**src/rtl/rxser_pkg.sv**
```systemverilog
package rxser_pkg;
   typedef enum logic {
      SLOT_MSB = 1'b0,
      SLOT_LSB = 1'b1
   } slot_e;
endpackage

```
**src/rtl/rxser_clkgen.sv**
```systemverilog
// Forwarded clock generator. The internal level toggles on every enabled
// cycle, and the serializer steps when that level falls. The output is
// registered and polarity-adjusted, so the bus always changes on the
// inactive edge.
module rxser_clkgen (
   input  logic clk,
   input  logic rst_n,
   input  logic en,
   input  logic inv,
   output logic step,
   output logic port_clk
);
   logic lvl_q;
   logic pclk_q;

   always_ff @(posedge clk or negedge rst_n) begin
      if (!rst_n) begin
         lvl_q  <= 1'b0;
         pclk_q <= 1'b0;
      end else begin
         if (en) lvl_q <= ~lvl_q;
         pclk_q <= en ? (~lvl_q ^ inv) : 1'b0;
      end
   end

   assign step     = en & lvl_q;
   assign port_clk = pclk_q;

   // a disabled cycle parks the forwarded clock low
   a_r6_clk_parked: assert property (@(posedge clk) disable iff (!rst_n)
      !en |=> !port_clk);

   // two enabled cycles in a row with fixed polarity give a toggle
   a_r5_clk_toggles: assert property (@(posedge clk) disable iff (!rst_n)
      ($past(en) && $past(en, 2) && ($past(inv) == $past(inv, 2)))
      |-> (port_clk != $past(port_clk)));
endmodule

```
**src/rtl/rxser_hold.sv**
```systemverilog
// One-entry holding stage in front of the slicer. It picks the word to
// present when an upper-half slot loads.
module rxser_hold #(
   parameter int WORD_W  = 12,
   parameter bit HOLD_EN = 1'b1
) (
   input  logic              clk,
   input  logic              rst_n,
   input  logic              in_vld,
   input  logic [WORD_W-1:0] in_word,
   input  logic              load,
   output logic              cand_vld,
   output logic [WORD_W-1:0] cand_word
);
   generate
      if (HOLD_EN) begin : g_hold
         logic              hv_q;
         logic [WORD_W-1:0] hw_q;

         always_ff @(posedge clk or negedge rst_n) begin
            if (!rst_n) begin
               hv_q <= 1'b0;
               hw_q <= '0;
            end else if (load) begin
               // held word leaves now; a coincident offer takes its place
               if (hv_q) begin
                  hv_q <= in_vld;
                  hw_q <= in_word;
               end
            end else if (in_vld) begin
               hv_q <= 1'b1;
               hw_q <= in_word;
            end
         end

         assign cand_vld  = hv_q | in_vld;
         assign cand_word = hv_q ? hw_q : in_word;

         // an offer outside a load is retained
         a_r7_capture: assert property (@(posedge clk) disable iff (!rst_n)
            (!load && in_vld) |=> hv_q);

         // a load with nothing new drains the holding register
         a_r10_drain: assert property (@(posedge clk) disable iff (!rst_n)
            (load && hv_q && !in_vld) |=> !hv_q);
      end else begin : g_pass
         assign cand_vld  = in_vld;
         assign cand_word = in_word;
      end
   endgenerate
endmodule

```
**src/rtl/rxser_slicer.sv**
```systemverilog
// Word register and nibble output stage, advanced once per step.
module rxser_slicer
   import rxser_pkg::*;
#(
   parameter int                WORD_W     = 12,
   parameter logic [WORD_W-1:0] RESET_WORD = '0
) (
   input  logic                  clk,
   input  logic                  rst_n,
   input  logic                  step,
   input  logic                  cand_vld,
   input  logic [WORD_W-1:0]     cand_word,
   output logic                  load,
   output logic [WORD_W/2-1:0]   nib,
   output logic                  sync
);
   localparam int NIB_W = WORD_W / 2;

   slot_e             slot_q;
   logic [WORD_W-1:0] cur_q;
   logic [WORD_W-1:0] nxt_word;
   logic [NIB_W-1:0]  nib_q;
   logic              sync_q;

   assign load     = step && (slot_q == SLOT_LSB);
   assign nxt_word = cand_vld ? cand_word : cur_q;

   always_ff @(posedge clk or negedge rst_n) begin
      if (!rst_n) begin
         slot_q <= SLOT_MSB;
         cur_q  <= RESET_WORD;
         nib_q  <= RESET_WORD[WORD_W-1:NIB_W];
         sync_q <= 1'b0;
      end else if (load) begin
         cur_q  <= nxt_word;
         nib_q  <= nxt_word[WORD_W-1:NIB_W];
         sync_q <= 1'b0;
         slot_q <= SLOT_MSB;
      end else if (step) begin
         nib_q  <= cur_q[NIB_W-1:0];
         sync_q <= 1'b1;
         slot_q <= SLOT_LSB;
      end
   end

   assign nib  = nib_q;
   assign sync = sync_q;

   // a load starts an upper-half slot with sync low
   a_r2_msb_sync_low: assert property (@(posedge clk) disable iff (!rst_n)
      load |=> !sync_q);

   // the step after an upper half raises sync
   a_r3_lsb_sync_high: assert property (@(posedge clk) disable iff (!rst_n)
      (step && !load) |=> sync_q);

   // without a step the bus holds still
   a_r4_bus_quiet: assert property (@(posedge clk) disable iff (!rst_n)
      !step |=> ($stable(nib_q) && $stable(sync_q)));

   // a load with no candidate keeps the previous word
   a_r8_repeat: assert property (@(posedge clk) disable iff (!rst_n)
      (load && !cand_vld) |=> $stable(cur_q));
endmodule

```
**src/rtl/rx_nibble_serializer.sv**
```systemverilog
module rx_nibble_serializer #(
   parameter int                WORD_W     = 12,
   parameter bit                HOLD_EN    = 1'b1,
   parameter logic [WORD_W-1:0] RESET_WORD = '0
) (
   input  logic                clk,
   input  logic                rst_n,
   input  logic                clk_en,
   input  logic                clk_inv,
   input  logic [WORD_W-1:0]   rx_word,
   input  logic                rx_word_vld,
   output logic [WORD_W/2-1:0] nib_out,
   output logic                nib_sync,
   output logic                port_clk
);
   localparam int NIB_W = WORD_W / 2;

   generate
      if ((WORD_W % 2) != 0 || WORD_W < 2) begin : g_bad_width
         $error("rx_nibble_serializer: WORD_W must be even and at least 2");
      end
   endgenerate

   logic              step;
   logic              load;
   logic              cand_vld;
   logic [WORD_W-1:0] cand_word;
   logic [NIB_W-1:0]  nib;

   rxser_clkgen u_clk (
      .clk      (clk),
      .rst_n    (rst_n),
      .en       (clk_en),
      .inv      (clk_inv),
      .step     (step),
      .port_clk (port_clk)
   );

   rxser_hold #(.WORD_W(WORD_W), .HOLD_EN(HOLD_EN)) u_hold (
      .clk       (clk),
      .rst_n     (rst_n),
      .in_vld    (rx_word_vld),
      .in_word   (rx_word),
      .load      (load),
      .cand_vld  (cand_vld),
      .cand_word (cand_word)
   );

   rxser_slicer #(.WORD_W(WORD_W), .RESET_WORD(RESET_WORD)) u_slice (
      .clk       (clk),
      .rst_n     (rst_n),
      .step      (step),
      .cand_vld  (cand_vld),
      .cand_word (cand_word),
      .load      (load),
      .nib       (nib),
      .sync      (nib_sync)
   );

   assign nib_out = nib;
endmodule

```
**config.mk**
```make
export PLATFORM = sky130hd
export DESIGN_NAME = rx_nibble_serializer
export DESIGN_NICKNAME = d
export VERILOG_FILES = /design/src/rtl/rxser_pkg.sv /design/src/rtl/rxser_clkgen.sv /design/src/rtl/rxser_hold.sv /design/src/rtl/rxser_slicer.sv /design/src/rtl/rx_nibble_serializer.sv
export SDC_FILE = /design/constraint.sdc
export NUM_CORES = 1
export LEC_CHECK = 0
export ABC_AREA = 1
export BUFFER_PORTS_ARGS = -buffer_cell sky130_fd_sc_hd__clkbuf_2
export CAP_MARGIN = 20
export CORE_UTILIZATION = 35
export DETAILED_ROUTE_END_ITERATION = 10
export HOLD_SLACK_MARGIN = 0.03
export PLACE_DENSITY = 0.5
export REMOVE_ABC_BUFFERS = 1
export SYNTH_ARGS = -nofsm -noshare
export SYNTH_HDL_FRONTEND = slang
export SYNTH_SLANG_ARGS = --single-unit
```
**constraint.sdc**
```tcl
create_clock -name clk -period 2.9 [get_ports clk]
set_clock_uncertainty 0.2 [all_clocks]
set_input_delay 0.58 -clock clk [delete_from_list [all_inputs] [get_ports clk]]
set_output_delay 0.58 -clock clk [all_outputs]
set_load 0.02 [all_outputs]
```
==> Yosys cells after proc, flatten, opt, wreduce, memory -nomap -nowiden <==
Cells that the tools add are included.
{ "classes": {"reduce_logical": 5, "n_eq_ne": 1, "n_mux": 13, "bitwise_logic": 4} }
{ "ops": {"columns": ["operator", "count"], "rows": [
  ["12-bit 2-to-1 mux", 5],
  ["6-bit 2-to-1 mux", 2],
  ["1-bit 2-to-1 mux", 6],
  ["2-bit AND reduction", 2],
  ["2-bit nonzero test", 2],
  ["2-bit by 1-bit != test with 1-bit output, second input constant", 1],
  ["1-bit AND", 1],
  ["1-bit logical AND", 1],
  ["1-bit NOT", 1],
  ["1-bit bitwise OR", 1],
  ["1-bit bitwise XOR", 1]
]} }
{ "totals": {"in_bits": 17, "register_bits": 34, "wordCells": 31} }

==> Depth between registers and ports, before layout <==
Gate-level depths: netlist (run 1).
{ "depth": {"word_depth": 4, "ltp_mapped": 8, "mapped_depth_nobuf": 7} }

==> Cells and area by module <==
Synthesis (run 1) repeated with hierarchy kept, for this count alone.
{ "hier_totals": {"cells_unflattened": 234, "hier_area_um2": 1715.4} }
{ "by_module_without_submodules": {"columns": ["mod", "area_each_um2", "instances", "cells_each", "seq_area_each_um2"], "rows": [
  ["rxser_slicer", 905.9, 1, 120, 475.5],
  ["rxser_hold", 725.7, 1, 103, 325.3],
  ["rxser_clkgen", 83.8, 1, 11, 50.0]
]} }

==> Worst setup path after synthesis (run 1) <==
OpenSTA, ideal clock, no wires.
{ "synth_timing": {"path_type": "input-to-reg", "from": "in rx_word_vld", "to": "reg u_slice.cur_q[8]", "arrival_ns": 1.280, "path_slack_ns": 1.300, "setup_ns": 0.120, "path_buffers": 2, "cell_stages": 6, "required_ns": 2.580, "cell_sequence": "buf_2 nor2_1 buf_2 nand2_1 nand4_1 nand2_1"} }
{ "synth_via": {"elab_chain_cells": 2} }
{ "synth_lines": {"columns": ["item", "line_no", "rtl"], "rows": [
  ["start, declared", "rx_nibble_serializer.sv:11", "input logic rx_word_vld,"],
  ["1-bit bitwise OR", "rxser_hold.sv:36", "assign cand_vld = hv_q | in_vld;"],
  ["12-bit 2-to-1 mux", "rxser_slicer.sv:26", "assign nxt_word = cand_vld ? cand_word : cur_q;"],
  ["end signal, assigned", "rxser_slicer.sv:35", "cur_q <= nxt_word;"],
  ["end, declared", "rxser_slicer.sv:20", "logic [WORD_W-1:0] cur_q;"]
]} }
Every way passes these cells.
A chain may end at the register's enable or synchronous reset.

==> Worst setup path after layout (run 1) <==
{ "layout_timing": {"from": "reg u_clk.lvl_q", "to": "reg u_hold.g_hold.hw_q[8]"} }
{ "layout_via": {"elab_chain_cells": 4, "word_cells_on_any_way": 6, "cone_classes": "eq/ne (1); mux (1); bitwise (1); reduce/logical (3)"} }
{ "layout_lines": {"columns": ["item", "line_no", "rtl"], "rows": [
  ["start, declared", "rxser_clkgen.sv:13", "logic lvl_q;"],
  ["start signal, assigned", "rxser_clkgen.sv:21", "if (en) lvl_q <= ~lvl_q;"],
  ["1-bit AND (*)", "rxser_clkgen.sv:26", "assign step = en & lvl_q;"],
  ["1-bit logical AND (*)", "rxser_slicer.sv:25", "assign load = step && (slot_q == SLOT_LSB);"],
  ["2-bit by 1-bit != test with 1-bit output (no source line) or 2-bit nonzero test (tied branches)", null, null],
  ["2-bit AND reduction (no source line)", null, null],
  ["end signal, assigned", "rxser_hold.sv:28", "hw_q <= in_word;"],
  ["end signal, assigned", "rxser_hold.sv:32", "hw_q <= in_word;"],
  ["end, declared", "rxser_hold.sv:18", "logic [WORD_W-1:0] hw_q;"]
]} }
Mark *: on every way between the ends. The rest lies on a longest branch, timed or not.

==> flow_summary.json, run 1 <==
{
  "grt_pass1_wl_um": 6150,
  "grt_max_degree": 35,
  "crit_arrival_ns": 1.94,
  "postCtsResizedCells": 0,
  "cts_buffer_depth": 2,
  "start_util_pct": 37.5,
  "die_width_um": 71.3,
  "yosysSeqAreaShare_pct": 50.7,
  "io_pins": 25,
  "tightest_slew_ns": 0.844,
  "wl_per_cell_um": 11.3,
  "required_ns": 2.93,
  "cts_setup_buffers": 0,
  "htree_levels": 2,
  "crit_slowest_cell": "dfrtp_1",
  "firstDrtPassIters": 7,
  "rr_startpoint": "u_clk.lvl_q$_DFFE_PN0P_",
  "worstSetupPathType": "reg -> reg",
  "endpoint_kind": "flop",
  "hold_viol": 0,
  "diodes": 0,
  "synth_common_cells": "nand2_1 (109), dfrtp_1 (34), inv_1 (23)",
  "irDropWorstVdd_mv": 0.374,
  "critical_path.max_fanout": 15,
  "die_area_um2": 5080,
  "synth_area_per_cell_um2": 7.63,
  "cpMostUsedCell": "nand2_1",
  "setup.worst_path.start_class": "flop",
  "netlist_area_um2": 1680,
  "ant_nets": 0,
  "post-route-period-util_pct": 66.2,
  "layout-drive-gt1-share_pct": 20.7,
  "critical_path.startpoint": "u_clk.lvl_q$_DFFE_PN0P_",
  "synth.most_common_cell": "nand2_1",
  "synth_edf_count": 0,
  "synth_cell_type_count": 17,
  "fp.dieH_um": 71.3,
  "yosysTopAreaCellShare_pct": 50.7,
  "synth_largest_area_cell": "dfrtp_1",
  "max_slew_margin_pct": 43.8,
  "synth_area_leaders": "dfrtp_1 (51%), nand2_1 (24%), nand2_2 (5.2%)",
  "clk_latency_ns": 0.28,
  "yosys_warnings": 0,
  "hold_buffers": 0,
  "violations": "DRC",
  "ys_ff_latch": 34,
  "grt-ovfl-total": 0,
  "rsz0062_at_grt": "no",
  "antenna_found_initial": 0,
  "max_freq_mhz": 521,
  "path_buf_inv": 1,
  "cts_root_buf": "clkbuf_8",
  "async_flop_share_pct": 100,
  "drc": 2,
  "hold_path_class": "in -> async",
  "drv_cap": 0,
  "gp_congestion": 0.770,
  "portBuffers": 24,
  "placed_area_um2": 1820,
  "tns_ns": 0,
  "final_nets": 262,
  "synthToLayoutAreaGrowth_pct": 14.8,
  "fin_crit_ns": 1.92,
  "final_area_um2": 1930,
  "routed_wl_um": 3380,
  "dp_hpwl_um": 2410,
  "grt.total_usage_pct": 16.2,
  "vias_per_cell": 4.35,
  "p_per_area_nw_per_um2": 816,
  "cp_slowest_stage_delay_ns": 0.41,
  "maxSlewViolCount": 0,
  "crit_family": "simple AND/OR/NAND/NOR gates",
  "ys.flop_type": "dfrtp_1",
  "status": "finished with violations",
  "coreArea_um2": 4470,
  "finalSetupViolCount": 0,
  "crit_chain": "nand2_2 > inv_1 > nand2_1 > nand2_1 > nand2_2 > nand2_1 > nand2_1",
  "power_leakage_nw": 1.12,
  "clkTransAtPathRegs_ns": 0.07,
  "synthCells": 220,
  "cts_buffers": 5,
  "grt_pass1_vias": 1336,
  "vias": 1297,
  "tritoncts": "built",
  "rows": 24,
  "clock_sinks": 34,
  "drtIter0Drc": 60
}
-- layout by cell type (no fill, tap or decap) --
cell,netlist,routed
nor2_8,1,1
clkbuf_8,0,8
nand3b_1,3,3
nor2_1,8,8
nand4_1,5,5
a21oi_1,2,2
nand3_1,1,1
nand2_1,109,109
nand2_4,1,1
dfrtp_1,34,34
nand2_2,14,14
clkbuf_2,0,24
inv_2,1,1
o21ai_0,10,10
buf_4,0,2
inv_1,23,23
-- state kept, by name (all words and copies together), names as in the netlist --
name	cells
u_slice.nib	6
u_slice.sync	1
u_slice.cur_q	12
u_clk.lvl_q	1
u_hold.g_hold.hw_q	12
u_clk.port_clk	1
u_hold.g_hold.hv_q	1
-- per-layer routing --
layer / global-route usage (%) / wire length (um) / share of wire [%]
met2: 24.4 / 1490 / 44
met1: 21.3 / 1760 / 52
met3: 5.49 / 99 / 2.9
met4: 6.67 / 29 / 0.86
met5: 0 / 0 / 0
-- power by group --
part	switching [mW]	internal (mW)
combinational	0.285	0.154
sequential	0.0938	0.632
clock	0.168	0.240
total	0.547	1.03
-- per-stage QoR --
stage               setup WS [ns]  util [%]  hold WS (ns)  cells  total power, mW
floorplan                    1.10         -        0.0844    212             1.03
global placement            0.747      40.6         0.258    290             1.18
detailed placement          0.686      40.6         0.261    290             1.18
CTS                         0.942      43.1         0.226    298             1.60
global route                0.730      43.1         0.250    298             1.70
finish                      0.981      43.1         0.185    298             1.57
-- final cells by class --
class,instances,area (um2)
Fill cell,465,2550
Tap cell,52,65.1
Timing Repair Buffer,26,135
Multi-Input combinational cell,154,677
Sequential cell,34,851
Clock buffer,8,110
Inverter,24,90.1
-- final timing paths --
| kind | end | slack (ns) | cells past startpoint |
|---|---|---|---|
| max | u_hold.g_hold.hw_q[8]$_DFFE_PN0P_ | 0.98 | 7 |
| min | u_slice.nib[1]$_DFFE_PN0P_ | 0.19 | 1 |
| max reg2reg | u_hold.g_hold.hw_q[8]$_DFFE_PN0P_ | 0.98 | 7 |
| min reg2reg | u_hold.g_hold.hw_q[7]$_DFFE_PN0P_ | 0.27 | 2 |
| max in group asynchronous | u_hold.g_hold.hw_q[10]$_DFFE_PN0P_ | 1.78 | 1 |
| min in group clk | u_hold.g_hold.hw_q[7]$_DFFE_PN0P_ | 0.27 | 2 |
-- cells by family (layout without fill, tap and decap cells) --
group / count (synthesis) / in the layout / share of synthesized area (%)
buffers and inverters: 32 / 58 / 9.02
AO/OA/AOI/OAI: 12 / 12 / 3.58
AND/OR/NAND/NOR: 142 / 142 / 36.7
flip-flops: 34 / 34 / 50.7
(Power assumes the default switching activity.)
==> run 2, diff against run 1 <==
Settings changed: ABC_AREA 1 to 0.
Clock period 2.9 ns to 1.78 ns, I/O delays scaled along.
==> run 2 against run 1 <==
The flow now finishes without violations. Critical path depth down 5. Critical endpoint is now nib_sync. Critical path type is now reg -> out. Sequential share of layout area down 3.1 points. Setup slack lost 0.91 ns.
==> flow_summary.json, run 2 <==
{
  "min-delay-start": "rx_word[2]",
  "coreArea_um2": 4720,
  "synth-simple-area-share_pct": 11.4,
  "ys_ff_latch": 34,
  "synthAdderAreaFrac_pct": 0.584,
  "power_leakage_nw": 0.958,
  "start_util_pct": 36.3,
  "max_freq_mhz": 587,
  "gp_congestion": 0.731,
  "synthCells": 146,
  "hold_path_class": "in -> reg",
  "power_switching_mw": 1.21,
  "synthToLayoutAreaGrowth_pct": 21.0,
  "synth_top_family_by_area": "multiplexers",
  "wl_met3_um": 136,
  "fp.dieH_um": 72.0,
  "die_width_um": 72.0,
  "cts_buffer_depth": 2,
  "cts_root_buf": "clkbuf_8",
  "cts_setup_buffers": 0,
  "diodes": 0,
  "dp_hpwl_um": 2580,
  "netlist_area_um2": 1710,
  "synth_xor_area_share_pct": 1.53,
  "antenna_found_initial": 0,
  "critical_path.startpoint": "u_slice.sync$_DFFE_PN0P_",
  "fin_crit_ns": 1.70,
  "p_total_mw": 3.49,
  "clkPwrFrac_pct": 20.8,
  "synth_area_leaders": "dfrtp_1 (50%), mux2_4 (8.8%), mux2_2 (5.3%)",
  "yosys_warnings": 0,
  "drv_cap": 0,
  "synth_edf_count": 0,
  "synth_common_cells": "dfrtp_1 (34), nand2b_1 (12), mux2_4 (10), o22ai_1 (10)",
  "setup.worst_path.start_class": "flop",
  "grt.total_usage_pct": 15.3,
  "ant_nets": 0,
  "vias": 1219,
  "drc": 0,
  "synth_compound_area_share_pct": 14.0,
  "final_nets": 195,
  "synth_area_per_cell_um2": 11.7,
  "hold_viol": 0,
  "wl_per_cell_um": 14.6,
  "reg2reg_slack_ns": 0.13,
  "max_slew_margin_pct": 71.4,
  "comb_power_share_pct": 40.4,
  "maxSlewViolCount": 0,
  "rows": 25,
  "required_ns": 1.22,
  "synth_cell_type_count": 30,
  "clkTransAtPathRegs_ns": 0.07,
  "cts_buffers": 5,
  "async_flop_share_pct": 100,
  "critical_path.max_fanout": 17,
  "rr_startpoint": "u_slice.sync$_DFFE_PN0P_",
  "post-route-period-util_pct": 95.7,
  "p_per_area_nw_per_um2": 1680,
  "grt_pass1_vias": 1281,
  "grt_pass1_wl_um": 5910,
  "synth_largest_area_cell": "dfrtp_1",
  "status": "complete, no violations",
  "layout_common_cells": "dfrtp_1 (34), clkbuf_2 (24), nand2b_1 (12)",
  "vias_per_cell": 4.98,
  "clk_latency_ns": 0.29,
  "tritoncts": "built",
  "swShare_pct": 34.8,
  "irDropWorstVdd_mv": 0.778,
  "final_common_cell": "dfrtp_1",
  "seqPwrFrac_pct": 38.8,
  "dp_slack_ns": 0.0320,
  "layout-drive-gt1-share_pct": 36.0,
  "endpoint_kind": "primary output",
  "yosysTopAreaCellShare_pct": 49.7,
  "yosysSeqAreaShare_pct": 49.7,
  "crit_arrival_ns": 1.15,
  "synth.most_common_cell": "dfrtp_1",
  "setup_slack_ns": 0.0759,
  "top_layer_used": "met4",
  "portBuffers": 24,
  "tightest_slew_ns": 0.429,
  "htree_levels": 2,
  "grt-ovfl-total": 0,
  "grt_max_degree": 21,
  "io_pins": 25,
  "synth.area.mux_share_pct": 17.5,
  "firstDrtPassIters": 5,
  "met2_length_um": 1760,
  "routedLengthMet1_um": 1600,
  "clock_sinks": 34,
  "routed_wl_um": 3570,
  "worstSetupPathType": "reg -> out",
  "intPower_mw": 2.27,
  "die_area_um2": 5180,
  "drtIter0Drc": 43,
  "ys.flop_type": "dfrtp_1",
  "rsz0062_at_grt": "no",
  "finalSetupViolCount": 0
}
## run 2: cell types whose count changed in the layout (fill, tap and decap cells not counted), sizes merged, moves of 5 or more
cell | before | now
inv | 24 | 1
a31oi | 0 | 7
mux2 | 0 | 18
nand2b | 0 | 12
mux2i | 0 | 6
o22ai | 0 | 10
nand2 | 124 | 8
buf | 2 | 12
o211ai | 0 | 5
## run 2: worst max-delay path: stages (launching register included)
cell	delay, ns
dfrtp_1	0.46
buf_6	0.21
clkbuf_2	0.19
## run 2: cell families after synthesis
group / Yosys count
adder cells (fa/ha/maj): 1
buffers and inverters: 13
multiplexers: 24
AND/OR/NAND/NOR: 34
XOR/XNOR: 3
flip-flops: 34
AO/OA/AOI/OAI: 37
## run 2: layout make-up
cell class	count	area, um2
fill	469	2650
sequential	34	851
multi-input combinational	99	772
timing repair buffer	37	249
tap	67	83.8
clock buffer	6	82.6
clock inverter	1	30.0
inverter	1	3.75
## run 2: power groups by stage
stage	clock network, mW	registers [mW]	logic (mW)
2_1_floorplan	0	1.49	0.777
5_1_grt	0.779	1.39	1.55
4_1_cts	0.743	1.35	1.42
6_report	0.724	1.35	1.41
3_5_place_dp	0	1.37	1.41
3_3_place_gp	0	1.35	1.39
## run 2: worst paths after layout
| path | to | cells after the start |
|---|---|---|
| hold / removal | u_hold.g_hold.hw_q[2]$_DFFE_PN0P_ | 2 |
| hold reg to reg | u_slice.cur_q[1]$_DFFE_PN0P_ | 2 |
| max in group asynchronous | u_hold.g_hold.hw_q[5]$_DFFE_PN0P_ | 3 |
| setup / recovery | nib_sync | 2 |
| setup reg to reg | u_hold.g_hold.hw_q[8]$_DFFE_PN0P_ | 4 |
| min in group asynchronous | u_hold.g_hold.hw_q[7]$_DFFE_PN0P_ | 2 |
## run 2: what timing repair did
item,4_1_cts,5_1_grt
gates resized for setup,0,1
hold endpoints to repair,14,0
setup endpoints to repair,0,1
hold buffers,1,0
## run 2: stage by stage
stage	instances	instance area (um2)	TNS (ns)	hold slack [ns]	util, %
after global routing	245	2070	0	0.104	43.9
after floorplan	134	1630	-3.12	-0.140	-
final	245	2070	0	0.112	43.9
after CTS	245	2070	0	0.109	43.8
after detailed placement	237	1950	0	0.116	41.2
after global placement	237	1950	0	0.115	41.2
## run 2: per-layer routing
metal | global-route usage [%] | vias to the layer above
met5 | 0 | -
met4 | 6.32 | 0
met3 | 4.58 | 9
met2 | 25.3 | 30
met1 | 18.7 | 592
li1 | - | 588
